--- config.mk ---
export PLATFORM = sky130hd
export DESIGN_NAME = cmdq_decoder
export DESIGN_NICKNAME = d
export VERILOG_FILES = /design/src/rtl/cmdq_dec_pkg.sv /design/src/rtl/cmdq_op_classify.sv /design/src/rtl/cmdq_field_extract.sv /design/src/rtl/cmdq_out_slot.sv /design/src/rtl/cmdq_decoder.sv
export SDC_FILE = /design/constraint.sdc
export NUM_CORES = 1
export LEC_CHECK = 0
export BUFFER_PORTS_ARGS = -buffer_cell sky130_fd_sc_hd__clkbuf_2
export CAP_MARGIN = 40
export CORE_AREA = 3 3 123 125
export DETAILED_ROUTE_END_ITERATION = 10
export DIE_AREA = 0 0 126 128
export GPL_TIMING_DRIVEN = 0
export HOLD_SLACK_MARGIN = 0.05
export PLACE_DENSITY = 0.72
export SYNTH_ARGS = -nofsm -noshare
export SYNTH_HDL_FRONTEND = slang
export SYNTH_SLANG_ARGS = --single-unit
--- constraint.sdc ---
create_clock -name clk -period 6.35 [get_ports clk]
set_clock_uncertainty 0.1 [all_clocks]
set_input_delay 0.3175 -clock clk [delete_from_list [all_inputs] [get_ports clk]]
set_output_delay 0.3175 -clock clk [all_outputs]
set_load 0.01 [all_outputs]
--- src/rtl/cmdq_dec_pkg.sv ---
package cmdq_dec_pkg;
  localparam int WORD_W    = 32;
  localparam int NUM_WORDS = 4;
  localparam int ENTRY_W   = WORD_W * NUM_WORDS;
  localparam int OP_W      = 8;
  localparam int SSID_W    = 20;
  localparam int ID16_W    = 16;
  localparam int ADDR_W    = 2 * WORD_W;
  localparam int PAGE_SH   = 12;
  localparam int RANGE_W   = 5;
  localparam int CS_W      = 2;
  localparam int KIND_W    = 3;

  typedef enum logic [KIND_W-1:0] {
    K_PREFETCH = 3'd0,
    K_CFGI     = 3'd1,
    K_TLBI     = 3'd2,
    K_ATC      = 3'd3,
    K_STALL    = 3'd4,
    K_SYNC     = 3'd5,
    K_NONE     = 3'd7
  } kind_e;

  localparam logic [OP_W-1:0] OP_SYNC = 8'h46;
  localparam logic [CS_W-1:0] CS_IRQ  = 2'd1;

  typedef struct packed {
    logic [OP_W-1:0]    op;
    logic [KIND_W-1:0]  kind;
    logic [WORD_W-1:0]  sid;
    logic [SSID_W-1:0]  ssid;
    logic               ssv;
    logic               ssec;
    logic [ID16_W-1:0]  vmid;
    logic [ID16_W-1:0]  asid;
    logic [ADDR_W-1:0]  addr;
    logic               leaf;
    logic [RANGE_W-1:0] range;
    logic [CS_W-1:0]    cs;
  } dec_t;

  // Sparse opcode map; anything not listed maps to K_NONE (illegal).
  function automatic kind_e classify(input logic [OP_W-1:0] op);
    kind_e k;
    case (op) inside
      [8'h01:8'h02]:                   k = K_PREFETCH;
      [8'h03:8'h07]:                   k = K_CFGI;
      [8'h10:8'h13], 8'h18, 8'h1a,
      [8'h20:8'h23], 8'h28, 8'h2a,
      8'h30:                           k = K_TLBI;
      8'h40:                           k = K_ATC;
      8'h41, 8'h44, 8'h45:             k = K_STALL;
      8'h46:                           k = K_SYNC;
      default:                         k = K_NONE;
    endcase
    return k;
  endfunction
endpackage

--- src/rtl/cmdq_op_classify.sv ---
module cmdq_op_classify
  import cmdq_dec_pkg::*;
(
  input  logic [OP_W-1:0]   op,
  output logic              legal,
  output logic [KIND_W-1:0] kind
);
  kind_e k;

  always_comb begin
    k     = classify(op);
    kind  = k;
    legal = (k != K_NONE);
  end
endmodule

--- src/rtl/cmdq_field_extract.sv ---
module cmdq_field_extract
  import cmdq_dec_pkg::*;
(
  input  logic [ENTRY_W-1:0] entry,
  input  logic [KIND_W-1:0]  kind,
  output dec_t               fields
);
  logic [WORD_W-1:0] w [NUM_WORDS];

  for (genvar i = 0; i < NUM_WORDS; i++) begin : g_split
    assign w[i] = entry[i*WORD_W +: WORD_W];
  end

  always_comb begin
    fields.op    = w[0][OP_W-1:0];
    fields.kind  = kind;
    fields.sid   = w[1];
    fields.ssid  = w[0][WORD_W-1 -: SSID_W];
    fields.ssv   = w[0][11];
    fields.ssec  = w[0][10];
    fields.vmid  = w[1][ID16_W-1:0];
    fields.asid  = w[1][WORD_W-1 -: ID16_W];
    fields.addr  = {w[3], w[2][WORD_W-1:PAGE_SH], {PAGE_SH{1'b0}}};
    fields.leaf  = w[2][0];
    fields.range = w[2][RANGE_W-1:0];
    fields.cs    = (w[0][OP_W-1:0] == OP_SYNC) ? w[0][13:12] : '0;
  end
endmodule

--- src/rtl/cmdq_out_slot.sv ---
module cmdq_out_slot #(
  parameter int W = 8
) (
  input  logic         clk,
  input  logic         rst,
  input  logic         in_valid,
  input  logic [W-1:0] in_data,
  output logic         in_ready,
  output logic         out_valid,
  output logic [W-1:0] out_data,
  input  logic         out_ready
);
  logic         full_q;
  logic [W-1:0] data_q;

  assign in_ready  = !full_q || out_ready;
  assign out_valid = full_q;
  assign out_data  = data_q;

  always_ff @(posedge clk) begin
    if (rst) full_q <= 1'b0;
    else if (in_ready) full_q <= in_valid;
  end

  always_ff @(posedge clk) begin
    if (in_valid && in_ready) data_q <= in_data;
  end
endmodule

--- src/rtl/cmdq_decoder.sv ---
module cmdq_decoder
  import cmdq_dec_pkg::*;
#(
  parameter int              ERR_W    = 7,
  parameter logic [ERR_W-1:0] ILL_CODE = 7'd1,
  parameter logic [ERR_W-1:0] ABT_CODE = 7'd2
) (
  input  logic               clk,
  input  logic               rst,
  input  logic               cq_en,
  input  logic               ent_valid,
  input  logic [127:0]       ent_data,
  input  logic               ent_fault,
  output logic               ent_take,
  input  logic               cons_wr,
  output logic               dec_valid,
  input  logic               dec_ready,
  output logic [7:0]         dec_op,
  output logic [2:0]         dec_kind,
  output logic [31:0]        dec_sid,
  output logic [19:0]        dec_ssid,
  output logic               dec_ssv,
  output logic               dec_ssec,
  output logic [15:0]        dec_vmid,
  output logic [15:0]        dec_asid,
  output logic [63:0]        dec_addr,
  output logic               dec_leaf,
  output logic [4:0]         dec_range,
  output logic [1:0]         dec_cs,
  output logic               sync_done,
  output logic               err_pulse,
  output logic [ERR_W-1:0]   err_code,
  output logic               halted
);
  localparam int DEC_W = $bits(dec_t);

  logic              legal;
  logic [KIND_W-1:0] kind;
  dec_t              fields;
  dec_t              head;
  logic              slot_ready;
  logic              live;
  logic              bad;
  logic              halted_q;
  logic [ERR_W-1:0]  code_q;
  logic              errp_q;
  logic              sync_q;

  cmdq_op_classify u_cls (
    .op    (ent_data[OP_W-1:0]),
    .legal (legal),
    .kind  (kind)
  );

  cmdq_field_extract u_ext (
    .entry  (ent_data),
    .kind   (kind),
    .fields (fields)
  );

  assign live     = cq_en && ent_valid && !halted_q;
  assign bad      = live && (ent_fault || !legal);
  assign ent_take = live && !ent_fault && legal && slot_ready;

  cmdq_out_slot #(.W(DEC_W)) u_slot (
    .clk       (clk),
    .rst       (rst),
    .in_valid  (ent_take),
    .in_data   (fields),
    .in_ready  (slot_ready),
    .out_valid (dec_valid),
    .out_data  (head),
    .out_ready (dec_ready)
  );

  always_ff @(posedge clk) begin
    if (rst) begin
      halted_q <= 1'b0;
      code_q   <= '0;
      errp_q   <= 1'b0;
      sync_q   <= 1'b0;
    end else begin
      errp_q <= bad;
      if (bad) begin
        halted_q <= 1'b1;
        code_q   <= ent_fault ? ABT_CODE : ILL_CODE;
      end else if (cons_wr) begin
        halted_q <= 1'b0;
        code_q   <= '0;
      end
      sync_q <= dec_valid && dec_ready && (head.op == OP_SYNC) && (head.cs == CS_IRQ);
    end
  end

  assign halted    = halted_q;
  assign err_code  = code_q;
  assign err_pulse = errp_q;
  assign sync_done = sync_q;

  assign dec_op    = head.op;
  assign dec_kind  = head.kind;
  assign dec_sid   = head.sid;
  assign dec_ssid  = head.ssid;
  assign dec_ssv   = head.ssv;
  assign dec_ssec  = head.ssec;
  assign dec_vmid  = head.vmid;
  assign dec_asid  = head.asid;
  assign dec_addr  = head.addr;
  assign dec_leaf  = head.leaf;
  assign dec_range = head.range;
  assign dec_cs    = head.cs;
endmodule

==> results of run 1 <==
==> registers in the layout, indices dropped and copies added (netlist names) <==
register	flops
u_slot.out_data	124
err_code	2
err_pulse	1
halted	1
sync_done	1
u_slot.out_valid	1
==> layout make-up <==
class,count,area share
inverter,4,0.00182
sequential,130,0.465
tap,180,0.0273
antenna,2,0.000606
timing repair buffer,412,0.329
multi-input combinational,67,0.0519
buffer,53,0.0478
clock buffer,17,0.0515
clock inverter,15,0.0248
==> per-stage QoR <==
stage / area (sq um) / hold slack, ns / util / cells
finish: 8260 / 0.0830 / 0.591 / 880
global route: 8260 / 0.0757 / 0.591 / 880
CTS: 8260 / 0.0565 / 0.590 / 878
detailed placement: 6470 / 0.392 / 0.462 / 730
global placement: 6350 / 0.363 / 0.454 / 722
floorplan: 4680 / 0.305 / - / 254
==> cell families (layout without fill, tap and decap cells) <==
| group | after synthesis | after routing | share of synthesized area |
|---|---|---|---|
| other | 1 | 19 | 0.000812 |
| AOI/OAI and AO/OA | 18 | 18 | 0.0333 |
| DFF | 130 | 130 | 0.833 |
| buffers and inverters | 57 | 501 | 0.0889 |
| and+or+nand+nor | 32 | 32 | 0.0444 |
==> path summary, 6_finish.rpt <==
kind | start | endpoint | slack [ns] | cells after the start
min | ent_data[5] | u_slot.out_data[166]$_DFFE_PP_ | 0.08 | 1
min reg2reg | halted$_SDFFE_PP0P_ | halted$_SDFFE_PP0P_ | 0.40 | 2
max | ent_data[3] | ent_take | 2.75 | 8
max reg2reg | halted$_SDFFE_PP0P_ | u_slot.out_data[27]$_DFFE_PP_ | 3.94 | 5
==> cells in the final DEF (no fill, tap or decap), types with 3 or more instances in the layout <==
cell	count
inv_1	4
buf_8	7
dlygate4sd3_1	116
bufinv_16	4
dfxtp_1	6
nor2_1	5
buf_4	50
edfxtp_1	124
o21ai_0	4
conb_1	17
clkbuf_2	288
nor3_1	4
nand2_1	5
clkinv_2	3
clkbuf_16	17
inv_6	3
==> per-layer routing <==
metal / global-route usage / routed length [microns]
met1: 0.172 / 4530
met3: 0.0508 / 1110
met5: 0 / 0
met2: 0.331 / 8100
met4: 0.0681 / 217
==> critical path: stages <==
cell and delay (ns):
dlygate4sd3_1 0.54, clkbuf_2 0.15, nor4_2 0.52, o2111ai_2 0.27, o32ai_2 0.28, nor3b_4 0.69, buf_8 0.24, clkbuf_2 0.15
==> power by group <==
group / leakage [nW] / total, mW / internal [mW] / switching (mW)
Sequential: 1.17 / 0.950 / 0.947 / 0.00303
Combinational: 2.16 / 0.153 / 0.0951 / 0.0576
Clock: 0.306 / 1.04 / 0.662 / 0.376
Total: 3.63 / 2.14 / 1.70 / 0.436
==> timing repair <==
| action | in CTS | in global routing |
|---|---|---|
| endpoints found under the hold margin | 116 | 0 |
| hold buffers | 116 | 0 |
| setup buffers | 0 | 0 |
| endpoints found under the setup margin | 0 | 0 |
==> flow_summary_export.csv, run 1 <==
group,metric,value,unit
clocking,cts_tree,"built",
floorplan,die_w,126,microns
setup_path,crit_fanout,15,
timing,fin_crit_sh,0.566,
pwr,total_power,2.14,mW
drt,vias_per_cell,4.24,
yosys,yosysMostFrequentCell,"edfxtp_1",
clocking,htreeDepth,4,
global_routing,grt_antenna_before_repair,2,
timing,setup_viol_count_final,0,
global_routing,grt_pass1_vias,3932,
floorplan,die_h,128,microns
placement,port_buffers,288,
yosys,synth_top_area_frac,0.807,
yosys,synth_ff_type,"edfxtp_1",
floorplan,fp.coreArea,14000,sq um
clocking,clockBufferDepth,2,
timing,final.setup.tns,0,ns
timing,final_hold_viol_count,0,
yosys,synth_edf_count,124,
timing,slew_viol_final,0,
run,cap_violations,0,
floorplan,initial_core_util,0.330,
timing,relSlewSlack,0.520,
layout,area_growth,79.0,%
drt,vias,3729,
layout,fillCellCount,1096,
placement,dp_hpwl,9.94,mm
layout,multi_input_area,429,sq um
layout,drive_above_1_share,0.560,
yosys,ys_warn_count,0,
placement,routabilityCongestion,0.766,
yosys,synth-seq-cells,130,
drt,antenna_left,0,
hold_path,hold_class,"in -> reg",
yosys,synth_commonest_cells,"edfxtp_1, buf_4, dfxtp_1, nand2_1, nor2_1",
global_routing,grt_max_degree,21,
drt,firstDrtPassIters,4,
pwr,powerDensity,259,nW/um^2
pwr,leakagePower,3.63,nW
drt,drt_iter0_drc,216,
drt,drc,0,
clocking,cts_num_sinks,130,
layout,fin_nets,820,
setup_path,worst_setup_path_end_kind,"output pin",
drt,wl,14.0,mm
layout,regArea,3840,sq um
timing,period_minus_slack,3.60,ns
drt,drt-wirelength-per-cell,15.9,microns
clocking,clockRootBuffer,"clkbuf_16",
clocking,clock_latency,0.41,ns
yosys,synthTopCellsByArea,"edfxtp_1, buf_4, dfxtp_1",
yosys,async_reset_ff_frac,0,
yosys,synth_top_area_cell,"edfxtp_1",
setup_path,worstSetupStartpointType,"primary input",
clocking,ctsResizeCount,0,
clocking,cts_buffers,17,
global_routing,grt_pass1_wl,20.8,mm
floorplan,ios,316,
yosys,netlist_area,4620,sq um
global_routing,grt.total_usage,0.172,
floorplan,die-area,16100,sq um
timing,tightestPinTransition,0.719,ns
timing,rsz0062_at_grt,"false",
setup_path,critPathKind,"in -> out",
clocking,clkTransAtPathRegs,0.06,ns
placement,dpl_worst_slack,3.00,ns
global_routing,grt_remaining_overflow,0,
floorplan,floorplan.rows,43,
pwr,peakVddDrop,0.138,mV
yosys,synth-seq-area-share,0.833,
status,status,"complete, no violations",
timing,timing.final.ws_setup,2.75,ns
yosys,postSynthCellCount,238,
timing,fmax,278,MHz
yosys,ys_types,37,
setup_path,cp.arrival,3.18,ns
setup_path,required,5.93,ns
yosys,syn_area_per_cell,19.4,sq um
Note: power is estimated with default switching activity, not from simulation.
==> run 2: changes to the inputs <==
--- a/config.mk
+++ b/config.mk
@@ -7,9 +7,9 @@
 export LEC_CHECK = 0
 export BUFFER_PORTS_ARGS = -buffer_cell sky130_fd_sc_hd__clkbuf_2
 export CAP_MARGIN = 40
-export CORE_AREA = 3 3 123 125
+export CORE_AREA = 3 3 120 122
 export DETAILED_ROUTE_END_ITERATION = 10
-export DIE_AREA = 0 0 126 128
+export DIE_AREA = 0 0 123 125
 export GPL_TIMING_DRIVEN = 0
 export HOLD_SLACK_MARGIN = 0.05
 export PLACE_DENSITY = 0.72
==> constraint.sdc (replaced) <==
create_clock -name clk -period 3.77 [get_ports clk]
set_clock_uncertainty 0.1 [all_clocks]
set_input_delay 0.1885 -clock clk [delete_from_list [all_inputs] [get_ports clk]]
set_output_delay 0.1885 -clock clk [all_outputs]
set_load 0.01 [all_outputs]
==> flow_summary_export.csv, run 2 (same netlist as run 1, synthesis figures left out) <==
group,metric,value,unit
placement,dp_hpwl,9.90,mm
global_routing,grt_pass1_vias,3944,
clocking,clockBufferDepth,2,
floorplan,ios,316,
placement,port_buffers,288,
clocking,htreeDepth,4,
floorplan,floorplan.rows,42,
floorplan,die-area,15400,sq um
timing,rsz0062_at_grt,"false",
drt,wl,14.0,mm
drt,drt_iter0_drc,125,
timing,fin_crit_sh,0.887,
setup_path,worst_r2r_endpoint,"u_slot.out_data[148]$_DFFE_PP_",
hold_path,hold_class,"in -> reg",
layout,fin_nets,825,
layout,drive_above_1_share,0.549,
global_routing,grt_antenna_before_repair,1,
global_routing,busiest_layer,"met2",
pwr,total_power,3.52,mW
timing,period_minus_slack,3.35,ns
global_routing,use_met2,0.336,
clocking,cts_num_sinks,130,
status,status,"complete, no violations",
global_routing,grt_remaining_overflow,0,
timing,relSlewSlack,0.570,
hold_path,hold-path-endpoint,"err_code[1]$_SDFFE_PP0P_",
layout,largest_register_ffs,124,
drt,vias_per_cell,4.24,
timing,fmax,299,MHz
pwr,peakVddDrop,0.234,mV
hold_path,hold_depth,2,
global_routing,grt_max_degree,21,
global_routing,grt.total_usage,0.180,
layout,layout_commonest_cell,"clkbuf_2",
run,cap_violations,0,
setup_path,reg2reg_depth,6,
timing,tightestPinTransition,0.644,ns
timing,slew_viol_final,0,
clocking,cts_tree,"built",
floorplan,die_h,125,microns
setup_path,cp.arrival,3.06,ns
placement,routabilityCongestion,0.829,
hold_path,worstHoldStart,"rst",
clocking,clockRootBuffer,"clkbuf_16",
drt,firstDrtPassIters,5,
pwr,powerDensity,422,nW/um^2
floorplan,initial_core_util,0.347,
floorplan,die_w,123,microns
setup_path,r2r-start,"halted$_SDFFE_PP0P_",
placement,post_dp_cell_area,6520,sq um
setup_path,worstSetupStartpointType,"primary input",
drt,drc,0,
clocking,cts_setup_buffers,0,
timing,setup_viol_count_final,0,
setup_path,worst_setup_path_end_kind,"output pin",
global_routing,met1_usage,0.188,
drt,drt-wirelength-per-cell,15.9,microns
clocking,ctsResizeCount,0,
drt,antenna_left,0,
setup_path,crit_fanout,20,
layout,area_growth,80.5,%
clocking,clkTransAtPathRegs,0.05,ns
layout,final_area,8330,sq um
clocking,cts_buffers,17,
pwr,leakagePower,3.65,nW
floorplan,fp.coreArea,13300,sq um
global_routing,grt_pass1_wl,20.7,mm
setup_path,rrSetupSlack,1.26,ns
setup_path,critPathKind,"in -> out",
timing,final_hold_viol_count,0,
global_routing,use_met3,0.0528,
clocking,clock_latency,0.40,ns
clocking,hold_buffers,121,
setup_path,required,3.48,ns
layout,final_cell_mix,"clkbuf_2, edfxtp_1, dlygate4sd3_1",
drt,vias,3730,
run 2: changes by cell type in the layout (fill, tap and decap cells not counted), sizes merged:
cell,change
dlygate4sd3,+5
inv,-4
clkinv,+3
clkbuf,+2
clkinvlp,-1
diode,-1
run 2: power by group:
part	internal [mW]	switching (mW)	leakage [nW]
combinational	0.166	0.0995	2.20
clock	1.09	0.560	0.291
sequential	1.60	0.00527	1.17
total	2.86	0.665	3.65
run 2: critical path: stages:
cell	delay, ns
dlygate4sd3_1	0.54
clkbuf_2	0.16
nor4_4	0.41
o2111ai_2	0.28
o32ai_4	0.24
nor3b_4	0.63
buf_8	0.24
buf_8	0.20
clkbuf_2	0.17
run 2: metrics by stage:
| step | setup TNS (ns) | hold WS, ns | utilization | setup slack (ns) | cells |
|---|---|---|---|---|---|
| finish | 0 | 0.0996 | 0.627 | 0.425 | 880 |
| global route | 0 | 0.128 | 0.627 | 0.220 | 880 |
| CTS | 0 | 0.0880 | 0.627 | 0.403 | 879 |
| detailed placement | 0 | 0.267 | 0.490 | 0.630 | 726 |
| global placement | -288.32 | 0.267 | 0.480 | -2.57 | 718 |
| floorplan | -125.48 | 0.176 | - | -1.01 | 254 |
run 2: worst max path at each step:
stage | from | endpoint | slack, ns | cells past startpoint
after CTS | ent_data[3] | ent_take | 0.40 | 9
final | ent_data[3] | ent_take | 0.42 | 9
after global placement | ent_data[3] | ent_take | -2.57 | 6
after detailed placement | ent_data[3] | u_slot.out_data[60]$_DFFE_PP_ | 0.63 | 9
after floorplan | ent_data[6] | u_slot.out_data[0]$_SDFFCE_PN0P_ | -1.01 | 4
after global routing | ent_data[3] | ent_take | 0.22 | 9
run 2: per-layer routing:
layer  part of all wire  vias to the layer above
met2               0.55                      196
met4              0.023                        0
met3              0.071                       25
met1               0.35                     1759
li1                   -                     1750
met5                  0                        -
run 2: final cells by class:
type	count	area [sq um]
multi-input combinational	67	454
clock buffer	19	433
fill	959	4960
timing repair buffer	417	2790
clock inverter	13	166
inverter	4	15.0
sequential	130	3840
antenna	1	2.50
tap	176	220
buffer	53	405
